$ cat src/rtl/pw_pkg.sv
package pw_pkg;
  localparam int ENT_P  = 0;
  localparam int ENT_RW = 1;
  localparam int ENT_US = 2;
  localparam int ENT_A  = 5;
  localparam int ENT_D  = 6;

  typedef enum logic [2:0] {
    W_IDLE,
    W_DIR_RD,
    W_DIR_WB,
    W_TBL_RD,
    W_TBL_WB
  } walk_st_t;
endpackage

$ cat src/rtl/pw_perm.sv
module pw_perm #(
  parameter int ENT_W = 32
) (
  input  logic [ENT_W-1:0] entry,
  input  logic             user,
  input  logic             write,
  output logic             present,
  output logic             allowed
);
  import pw_pkg::*;

  always_comb begin
    present = entry[ENT_P];
    allowed = !user || (entry[ENT_US] && (!write || entry[ENT_RW]));
  end
endmodule

$ cat src/rtl/pw_fault_reg.sv
module pw_fault_reg #(
  parameter int ADDR_W = 32
) (
  input  logic              clk,
  input  logic              rst_n,
  input  logic              load,
  input  logic [ADDR_W-1:0] d,
  output logic [ADDR_W-1:0] q
);
  logic [ADDR_W-1:0] q_d;

  always_comb q_d = load ? d : q;

  always_ff @(posedge clk or negedge rst_n) begin
    if (!rst_n) q <= '0;
    else        q <= q_d;
  end
endmodule

$ cat src/rtl/pt_walker.sv
module pt_walker #(
  parameter int ADDR_W    = 32,
  parameter int PAGE_BITS = 12
) (
  input  logic                    clk,
  input  logic                    rst_n,
  input  logic                    req_valid,
  input  logic [ADDR_W-1:0]       req_lin,
  input  logic                    req_write,
  input  logic                    req_user,
  input  logic [ADDR_W-1:0]       dir_base,
  output logic                    idle,
  output logic                    mem_req,
  output logic                    mem_we,
  output logic [ADDR_W-1:0]       mem_addr,
  output logic [ADDR_W-1:0]       mem_wdata,
  input  logic [ADDR_W-1:0]       mem_rdata,
  input  logic                    mem_ack,
  output logic                    walk_done,
  output logic                    walk_fault,
  output logic [ADDR_W-1:0]       phys_addr,
  output logic                    fill_valid,
  output logic [ADDR_W-PAGE_BITS-1:0] fill_vpn,
  output logic [ADDR_W-PAGE_BITS-1:0] fill_pfn,
  output logic [ADDR_W-1:0]       fault_addr
);
  import pw_pkg::*;

  localparam int PFN_W = ADDR_W - PAGE_BITS;
  localparam int IDX_W = PAGE_BITS - 2;
  localparam int DIR_LSB = PAGE_BITS + IDX_W;

  walk_st_t          st_q, st_d;
  logic [ADDR_W-1:0] lin_q, lin_d;
  logic              wr_q, wr_d, user_q, user_d;
  logic [PFN_W-1:0]  dbase_q, dbase_d, tbase_q, tbase_d, pfn_q, pfn_d;
  logic [ADDR_W-1:0] wb_q, wb_d;
  logic              done_q, done_d, flt_q, flt_d;
  logic              fin_fault;
  logic              ent_present, ent_allowed;
  logic [ADDR_W-1:0] upd_word;
  logic              need_wb;

  pw_perm #(.ENT_W(ADDR_W)) u_perm (
    .entry   (mem_rdata),
    .user    (user_q),
    .write   (wr_q),
    .present (ent_present),
    .allowed (ent_allowed)
  );

  pw_fault_reg #(.ADDR_W(ADDR_W)) u_fault (
    .clk   (clk),
    .rst_n (rst_n),
    .load  (fin_fault),
    .d     (lin_q),
    .q     (fault_addr)
  );

  always_comb begin
    upd_word = mem_rdata;
    upd_word[ENT_A] = 1'b1;
    if (st_q == W_TBL_RD && wr_q) upd_word[ENT_D] = 1'b1;
    need_wb = (upd_word != mem_rdata);
  end

  always_comb begin
    st_d      = st_q;
    lin_d     = lin_q;
    wr_d      = wr_q;
    user_d    = user_q;
    dbase_d   = dbase_q;
    tbase_d   = tbase_q;
    pfn_d     = pfn_q;
    wb_d      = wb_q;
    done_d    = 1'b0;
    flt_d     = 1'b0;
    fin_fault = 1'b0;
    unique case (st_q)
      W_IDLE: if (req_valid) begin
        lin_d   = req_lin;
        wr_d    = req_write;
        user_d  = req_user;
        dbase_d = dir_base[ADDR_W-1:PAGE_BITS];
        st_d    = W_DIR_RD;
      end
      W_DIR_RD: if (mem_ack) begin
        tbase_d = mem_rdata[ADDR_W-1:PAGE_BITS];
        if (!(ent_present && ent_allowed)) begin
          fin_fault = 1'b1;
          done_d = 1'b1; flt_d = 1'b1; st_d = W_IDLE;
        end else if (need_wb) begin
          wb_d = upd_word; st_d = W_DIR_WB;
        end else begin
          st_d = W_TBL_RD;
        end
      end
      W_DIR_WB: if (mem_ack) st_d = W_TBL_RD;
      W_TBL_RD: if (mem_ack) begin
        pfn_d = mem_rdata[ADDR_W-1:PAGE_BITS];
        if (!(ent_present && ent_allowed)) begin
          fin_fault = 1'b1;
          done_d = 1'b1; flt_d = 1'b1; st_d = W_IDLE;
        end else if (need_wb) begin
          wb_d = upd_word; st_d = W_TBL_WB;
        end else begin
          done_d = 1'b1; st_d = W_IDLE;
        end
      end
      W_TBL_WB: if (mem_ack) begin
        done_d = 1'b1; st_d = W_IDLE;
      end
      default: st_d = W_IDLE;
    endcase
  end

  always_ff @(posedge clk or negedge rst_n) begin
    if (!rst_n) begin
      st_q    <= W_IDLE;
      lin_q   <= '0;
      wr_q    <= 1'b0;
      user_q  <= 1'b0;
      dbase_q <= '0;
      tbase_q <= '0;
      pfn_q   <= '0;
      wb_q    <= '0;
      done_q  <= 1'b0;
      flt_q   <= 1'b0;
    end else begin
      st_q    <= st_d;
      lin_q   <= lin_d;
      wr_q    <= wr_d;
      user_q  <= user_d;
      dbase_q <= dbase_d;
      tbase_q <= tbase_d;
      pfn_q   <= pfn_d;
      wb_q    <= wb_d;
      done_q  <= done_d;
      flt_q   <= flt_d;
    end
  end

  always_comb begin
    idle      = (st_q == W_IDLE);
    mem_req   = (st_q != W_IDLE);
    mem_we    = (st_q == W_DIR_WB) || (st_q == W_TBL_WB);
    mem_wdata = wb_q;
    if (st_q == W_DIR_RD || st_q == W_DIR_WB)
      mem_addr = {dbase_q, lin_q[ADDR_W-1:DIR_LSB], 2'b00};
    else
      mem_addr = {tbase_q, lin_q[DIR_LSB-1:PAGE_BITS], 2'b00};
    walk_done  = done_q;
    walk_fault = done_q && flt_q;
    fill_valid = done_q && !flt_q;
    fill_vpn   = lin_q[ADDR_W-1:PAGE_BITS];
    fill_pfn   = pfn_q;
    phys_addr  = {pfn_q, lin_q[PAGE_BITS-1:0]};
  end

  // request held steady until acknowledged
  a_r10_req_hold: assert property (@(posedge clk) disable iff (!rst_n)
    mem_req && !mem_ack |=> mem_req && $stable(mem_addr) && $stable(mem_we) && $stable(mem_wdata));

  // completion is a single-cycle pulse
  a_r8_done_pulse: assert property (@(posedge clk) disable iff (!rst_n)
    walk_done |=> !walk_done);

  // every write-back carries the accessed flag
  a_r6_wb_accessed: assert property (@(posedge clk) disable iff (!rst_n)
    mem_req && mem_we |-> mem_wdata[ENT_A]);

  // captured fault address only moves on a faulting completion
  a_r9_fault_hold: assert property (@(posedge clk) disable iff (!rst_n)
    !(walk_done && walk_fault) |-> $stable(fault_addr));

  // no fault and fill at once
  a_r4_fault_no_fill: assert property (@(posedge clk) disable iff (!rst_n)
    !(walk_fault && fill_valid));
endmodule

$ cat config.mk
export PLATFORM = sky130hd
export DESIGN_NAME = pt_walker
export DESIGN_NICKNAME = d
export VERILOG_FILES = /design/src/rtl/pw_pkg.sv /design/src/rtl/pw_perm.sv /design/src/rtl/pw_fault_reg.sv /design/src/rtl/pt_walker.sv
export SDC_FILE = /design/constraint.sdc
export NUM_CORES = 1
export LEC_CHECK = 0
export BUFFER_PORTS_ARGS = -buffer_cell sky130_fd_sc_hd__buf_2
export CAP_MARGIN = 20
export CELL_PAD_IN_SITES_DETAIL_PLACEMENT = 0
export CELL_PAD_IN_SITES_GLOBAL_PLACEMENT = 1
export CORE_MARGIN = 4
export CORE_UTILIZATION = 38
export CTS_BUF_LIST = sky130_fd_sc_hd__clkbuf_4 sky130_fd_sc_hd__clkbuf_8 sky130_fd_sc_hd__clkbuf_16
export DETAILED_ROUTE_END_ITERATION = 8
export GPL_TIMING_DRIVEN = 0
export PLACE_DENSITY_LB_ADDON = 0.1
export SLEW_MARGIN = 0
export SYNTH_ARGS = -nofsm -noshare
export SYNTH_HDL_FRONTEND = slang
export SYNTH_SLANG_ARGS = --single-unit
export TNS_END_PERCENT = 1
$ cat constraint.sdc
create_clock -name clk -period 2.52 [get_ports clk]
set_clock_uncertainty 0.15 [all_clocks]
set_input_delay 0.504 -clock clk [delete_from_list [all_inputs] [get_ports clk]]
set_output_delay 0.504 -clock clk [all_outputs]
set_load 0.05 [all_outputs]
==> impl_metrics.yaml, run 1 <==
run_status:
  run_status: "finished, violations left"
  failing_checks: "setup timing"
floorplan:
  die-area_um2: 20100
  rows: 48
  pin_count: 276
  initial_utilization: 0.390
  die_w_um: 142
  die_height_um: 142
  core_region_area_um2: 17400
synth:
  post_synth_most_frequent_cells: "176 x mux2_2, 163 x dfrtp_1, 26 x buf_4, 9 x mux2_1"
  post_synth_main_area_contributors: "dfrtp_1 60%, mux2_2 29%, buf_4 2.9%"
  synth_compound_gate_area_share: 0.00921
  dominant_cell_by_count_in_the_synthesized_netlist: "mux2_2"
  synth-edff-count: 0
  synth-adder-area-share: 0
  syn_area_per_cell_um2: 15.5
  synth.yosys.seq_area_share: 0.601
  syn_inst: 437
  synthSimpleGateAreaFrac: 0.0304
  ys_types: 35
  syn_area_um2: 6790
  postSynthRegisterBits: 163
  netlist.top_cell.by_area: "dfrtp_1"
  yosys.area_share.xor_xnor: 0.00258
  muxShareOfSynthArea: 0.307
  main_combinational_cell_family_by_area_after_synthesis: "multiplexers"
  yosys_warnings: 0
  synthArstFlopShare: 1.00
  synthFlopType: "dfrtp_1"
  synth.top_cell.area_share: 0.601
drt:
  route.detailed.drc: 0
  routed_wl_mm: 17.2
  drtIter0Drc: 105
  number_of_vias_in_the_routed_layout: 4558
  route.detailed.wl_per_inst_um: 17.8
  firstDrtPassIters: 4
  route.detailed.vias_per_inst: 4.72
  detail-route-antenna-nets: 0
worst_hold_path:
  min_from: "req_lin[2]"
  holdCritPathClass: "input port to register"
timing:
  worst_slew_pin_slew_ps: 631
  rsz0062_at_grt: "yes"
  achievable-frequency_ghz: 0.384
  timing.final.crit_share: 1.03
  setup-tns-final_ps: -1890
  setup_violations: 30
  final_critical_path_setup_slack_ps: -85.8
  timing.slew.headroom: 0.579
  timing.final.crit_period_ps: 2610
  hold_violations: 0
  final_max_slew_viol_count: 0
placement:
  number_of_buffer_cells_added_on_primary_ports: 261
  placedInstanceArea_um2: 8420
  gp_routability_congestion: 0.744
  detailedPlacementHpwl_mm: 12.4
  detailedPlace.worstSlack_ps: 73.3
critical_path:
  cpLargestDelayFamily: "buffers and inverters"
  critical-path-max-stage-delay_ps: 450
  worstPathRequired_ps: 1870
  critPathCapture: "mem_addr[17]"
  worst_r2r_path_depth: 5
  worstReg2RegStart: "st_q[0]$_DFFE_PN0P_"
  worstSetupPathType: "register to primary output"
  worstPathMaxFanout: 5
  cpMaxStageDelayCell: "dfrtp_2"
  worst_ep_arrival_time_ps: 1950
  r2r_slack_ps: 420
  path_cells: "xnor2_2 -> nor2_2 -> buf_6 -> buf_12 -> buf_16 -> mux2_4 -> buf_8"
  worstSetupEndpointType: "primary output"
  critical_path_cell_count: 7
  worst_setup_path_start_kind: "register"
  timing.critical_path.buf_inv: 4
  timing.rr.end: "wr_q$_DFFE_PN0P_"
  startpoint: "st_q[1]$_DFFE_PN0P_"
global_routing:
  initial_antenna_violation_count: 1
  grtUsageMet3: 0.0566
  grt_pass1_vias: 4946
  grt_use_met2: 0.287
  grt.total_usage: 0.175
  global_route.usage.met1: 0.221
  grt_start_max_net_pins: 85
  busiest_layer: "met2"
  grt_first_pass_wirelength_mm: 27.3
  grt_overflow: 0
clocking:
  ctsHtreeMaxLevel: 4
  clock-root-buffer: "clkbuf_16"
  cts_tree: "built"
  worst_setup_hold_path_clk_slew_ps: 60
  cts.sinks: 163
  clk_lat_worst_skew_ps: 410
  cts_inserted_buffers: 17
  ctsLongestPathBuffers: 2
cells_and_area:
  finish.utilization: 0.552
  nNetsFinal: 831
  insertedDiodeCount: 0
  syn2layout_area_growth_pct: 41.5
  post_layout_inst_area_um2: 9610
  post_route_cells_drive_above_1_share: 0.717
run:
  max_cap_violation_count: 0
-- metrics by stage --
stage | instances | hold slack, ps
2_1_floorplan | 438 | 58.4
4_1_cts | 966 | 143
3_3_place_gp | 924 | 298
5_1_grt | 966 | 146
3_5_place_dp | 925 | 297
6_report | 966 | 161
-- final cells by class --
type	instances	area [um2]
Clock buffer	20	460
Clock inverter	11	200
Buffer	42	360
Timing Repair Buffer	273	1760
Fill cell	1501	7810
Tap cell	225	282
Inverter	2	7.51
Multi-Input combinational cell	230	2460
Sequential cell	163	4080
-- registers in the layout, summed over array words and instances, names as in the netlist, 3 cells and up --
signal	count
st_q	3
lin_q	32
mem_wdata	32
fill_pfn	20
tbase_q	20
u_fault.q	32
dbase_q	20
-- cell families after synthesis --
group,after synthesis
compound gates,10
xor+xnor,2
buf+inv,45
flops,163
mux,185
other cells,1
simple gates,31
-- per-layer routing --
layer	up-vias	wire [um]
met5	-	19
met4	2	223
met3	16	1450
met2	167	8490
met1	2258	7010
li1	2115	-
-- worst min path at each step --
stage / to / slack [ps] / cells after the start
3_5_place_dp: mem_wdata[5]$_DFFE_PN0P_ / 300 / 1
4_1_cts: lin_q[2]$_DFFE_PN0P_ / 140 / 2
3_3_place_gp: mem_wdata[0]$_DFFE_PN0P_ / 300 / 1
6_report: lin_q[2]$_DFFE_PN0P_ / 160 / 2
2_1_floorplan: dbase_q[0]$_DFFE_PN0P_ / 60 / 0
5_1_grt: mem_wdata[4]$_DFFE_PN0P_ / 150 / 2
-- worst register-to-register path, stage by stage, from the launching register on --
cell and delay, ps:
dfrtp_2 440, buf_4 150, or3_4 420, nor2_8 250, buf_6 230, mux2_2 350
-- cell usage in the layout, fill, tap and decap left out, drive strengths merged, types with 2 or more instances in the layout --
cell	count
buf	313
mux2	185
dfrtp	163
clkbuf	21
nand2	5
bufinv	5
nor2	5
inv	4
nand2b	3
nand3	3
a21oi	3
o21ai	3
nor2b	2
or2	2
conb	2
clkinv	2
clkinvlp	2
xnor2	2
or3	2
nor3	2
-- what timing repair did --
item | CTS | global route
endpoints found under the hold margin | 79 | 0
cloned | 3 | 0
gates resized for setup | 120 | 2
setup buffers | 6 | 1
hold buffers | 1 | 0
pin swaps | 2 | 2
endpoints found under the setup margin | 30 | 30
Power of run 1 is not shown: default switching activity piles up to over one toggle a cycle in this logic, so the estimate is an artifact.
==> run 2: changes to the inputs <==
Settings changed: CORE_ASPECT_RATIO set to 1.4.
==> impl_metrics.yaml, run 2 (synthesized netlist as in run 1, its figures left out) <==
run_status:
  run_status: "finished, violations left"
  failing_checks: "setup timing"
worst_hold_path:
  worst_hold_end: "lin_q[2]$_DFFE_PN0P_"
  timing.hold.worst_path_depth: 2
  holdCritPathClass: "input port to register"
  min_from: "req_lin[2]"
timing:
  timing.final.crit_period_ps: 2580
  final_max_slew_viol_count: 0
  rsz0062_at_grt: "yes"
  worst_slew_pin_slew_ps: 635
  achievable-frequency_ghz: 0.388
  timing.final.crit_share: 1.02
  timing.slew.headroom: 0.577
  final_critical_path_setup_slack_ps: -55.4
  whs_ps: 153
  hold_violations: 0
  setup_violations: 30
drt:
  route.detailed.vias_per_inst: 4.65
  route.layer.met1.wl_mm: 6.80
  detailroute.wirelength.met3_mm: 1.33
  detail-route-antenna-nets: 0
  topRoutingLayerUsed: "met4"
  route.detailed.drc: 0
  drtIter0Drc: 165
  firstDrtPassIters: 4
  detailroute.wirelength.met2_mm: 8.82
  number_of_vias_in_the_routed_layout: 4541
  route.detailed.wl_per_inst_um: 17.6
  routed_wl_mm: 17.2
floorplan:
  pin_count: 276
  rows: 57
  die-area_um2: 20100
  die_w_um: 121
  initial_utilization: 0.389
  core_region_area_um2: 17500
  die_height_um: 166
clocking:
  cts.sinks: 163
  ctsHtreeMaxLevel: 4
  cts_inserted_buffers: 17
  ctsLongestPathBuffers: 2
  worst_setup_hold_path_clk_slew_ps: 60
  clock-root-buffer: "clkbuf_16"
  cts_tree: "built"
  clk_lat_worst_skew_ps: 420
global_routing:
  grt.total_usage: 0.174
  initial_antenna_violation_count: 1
  grt_overflow: 0
  grt_first_pass_wirelength_mm: 27.1
  grt_start_max_net_pins: 84
  grt_pass1_vias: 4940
cells_and_area:
  post_route_cells_drive_above_1_share: 0.714
  syn2layout_area_growth_pct: 40.9
  nNetsFinal: 828
  post_layout_inst_area_um2: 9570
  commonest_non_fill_non_tap_cells_in_the_layout: "234 x buf_2, 161 x dfrtp_1, 148 x mux2_2"
  mostFrequentLayoutCell: "buf_2"
  finish.utilization: 0.548
critical_path:
  worstPathMaxFanout: 6
  cpMaxStageDelayCell: "dfrtp_2"
  worst_setup_path_start_kind: "register"
  r2r_slack_ps: 450
  timing.critical_path.buf_inv: 3
  worstReg2RegStart: "st_q[0]$_DFFE_PN0P_"
  path_cells: "xnor2_1 -> nor2_2 -> buf_6 -> clkbuf_16 -> mux2_4 -> buf_8"
  worstPathRequired_ps: 1870
  timing.rr.end: "lin_q[21]$_DFFE_PN0P_"
  critical-path-max-stage-delay_ps: 430
  worst_r2r_path_depth: 5
  worst_ep_arrival_time_ps: 1920
  worstSetupEndpointType: "primary output"
  cpLargestDelayFamily: "buffers and inverters"
  worstSetupPathType: "register to primary output"
placement:
  detailedPlacementHpwl_mm: 12.3
  gp_routability_congestion: 0.745
  number_of_buffer_cells_added_on_primary_ports: 261
  placedInstanceArea_um2: 8430
  detailedPlace.worstSlack_ps: 24.8
run:
  max_cap_violation_count: 0
-- run 2: how the worst max path moves through the flow --
stage	from	end	slack [ps]	cells past startpoint
after floorplan	st_q[0]$_DFFE_PN0P_	mem_addr[10]	400	5
after detailed placement	st_q[0]$_DFFE_PN0P_	mem_addr[15]	20	6
after global placement	rst_n	mem_wdata[16]$_DFFE_PN0P_	-1640	1
after CTS	st_q[0]$_DFFE_PN0P_	mem_addr[15]	-190	7
final	st_q[1]$_DFFE_PN0P_	mem_addr[9]	-60	6
after global routing	st_q[1]$_DFFE_PN0P_	mem_addr[6]	-130	6
-- run 2: layout make-up --
cell class	instances	area (um2)
antenna	1	2.50
buffer	42	363
clock buffer	19	453
clock inverter	13	140
fill	1475	7910
inverter	2	7.51
multi-input combinational	230	2480
sequential	163	4080
tap	236	295
timing repair buffer	270	1740
-- run 2: repair_timing --
action | CTS | global route
endpoints found under the hold margin | 80 | 0
gates cloned | 2 | 1
setup buffers | 2 | 2
hold buffers | 1 | 0
gates resized for setup | 82 | 53
pin swaps | 1 | 1
setup endpoints to repair | 30 | 30
-- run 2: worst register-to-register path, stage by stage, from the launching register on --
cell and delay, ps:
dfrtp_2 430, buf_4 140, or3_4 430, nor2_8 240
buf_6 220, mux2_2 350
-- run 2: stage by stage --
| stage | TNS [ps] | cells |
|---|---|---|
| 2_1_floorplan | 0 | 438 |
| 3_3_place_gp | -264740 | 935 |
| 3_5_place_dp | 0 | 936 |
| 4_1_cts | -5080 | 973 |
| 6_report | -1100 | 976 |
| 5_1_grt | -3240 | 976 |
-- run 2: routing by layer --
metal / vias up / GRT usage
met2: 160 / 0.295
li1: 2100 / -
met3: 16 / 0.0586
met1: 2265 / 0.207
met5: - / 0
met4: 0 / 0.0528
Power of run 2 is left out for the same reason.
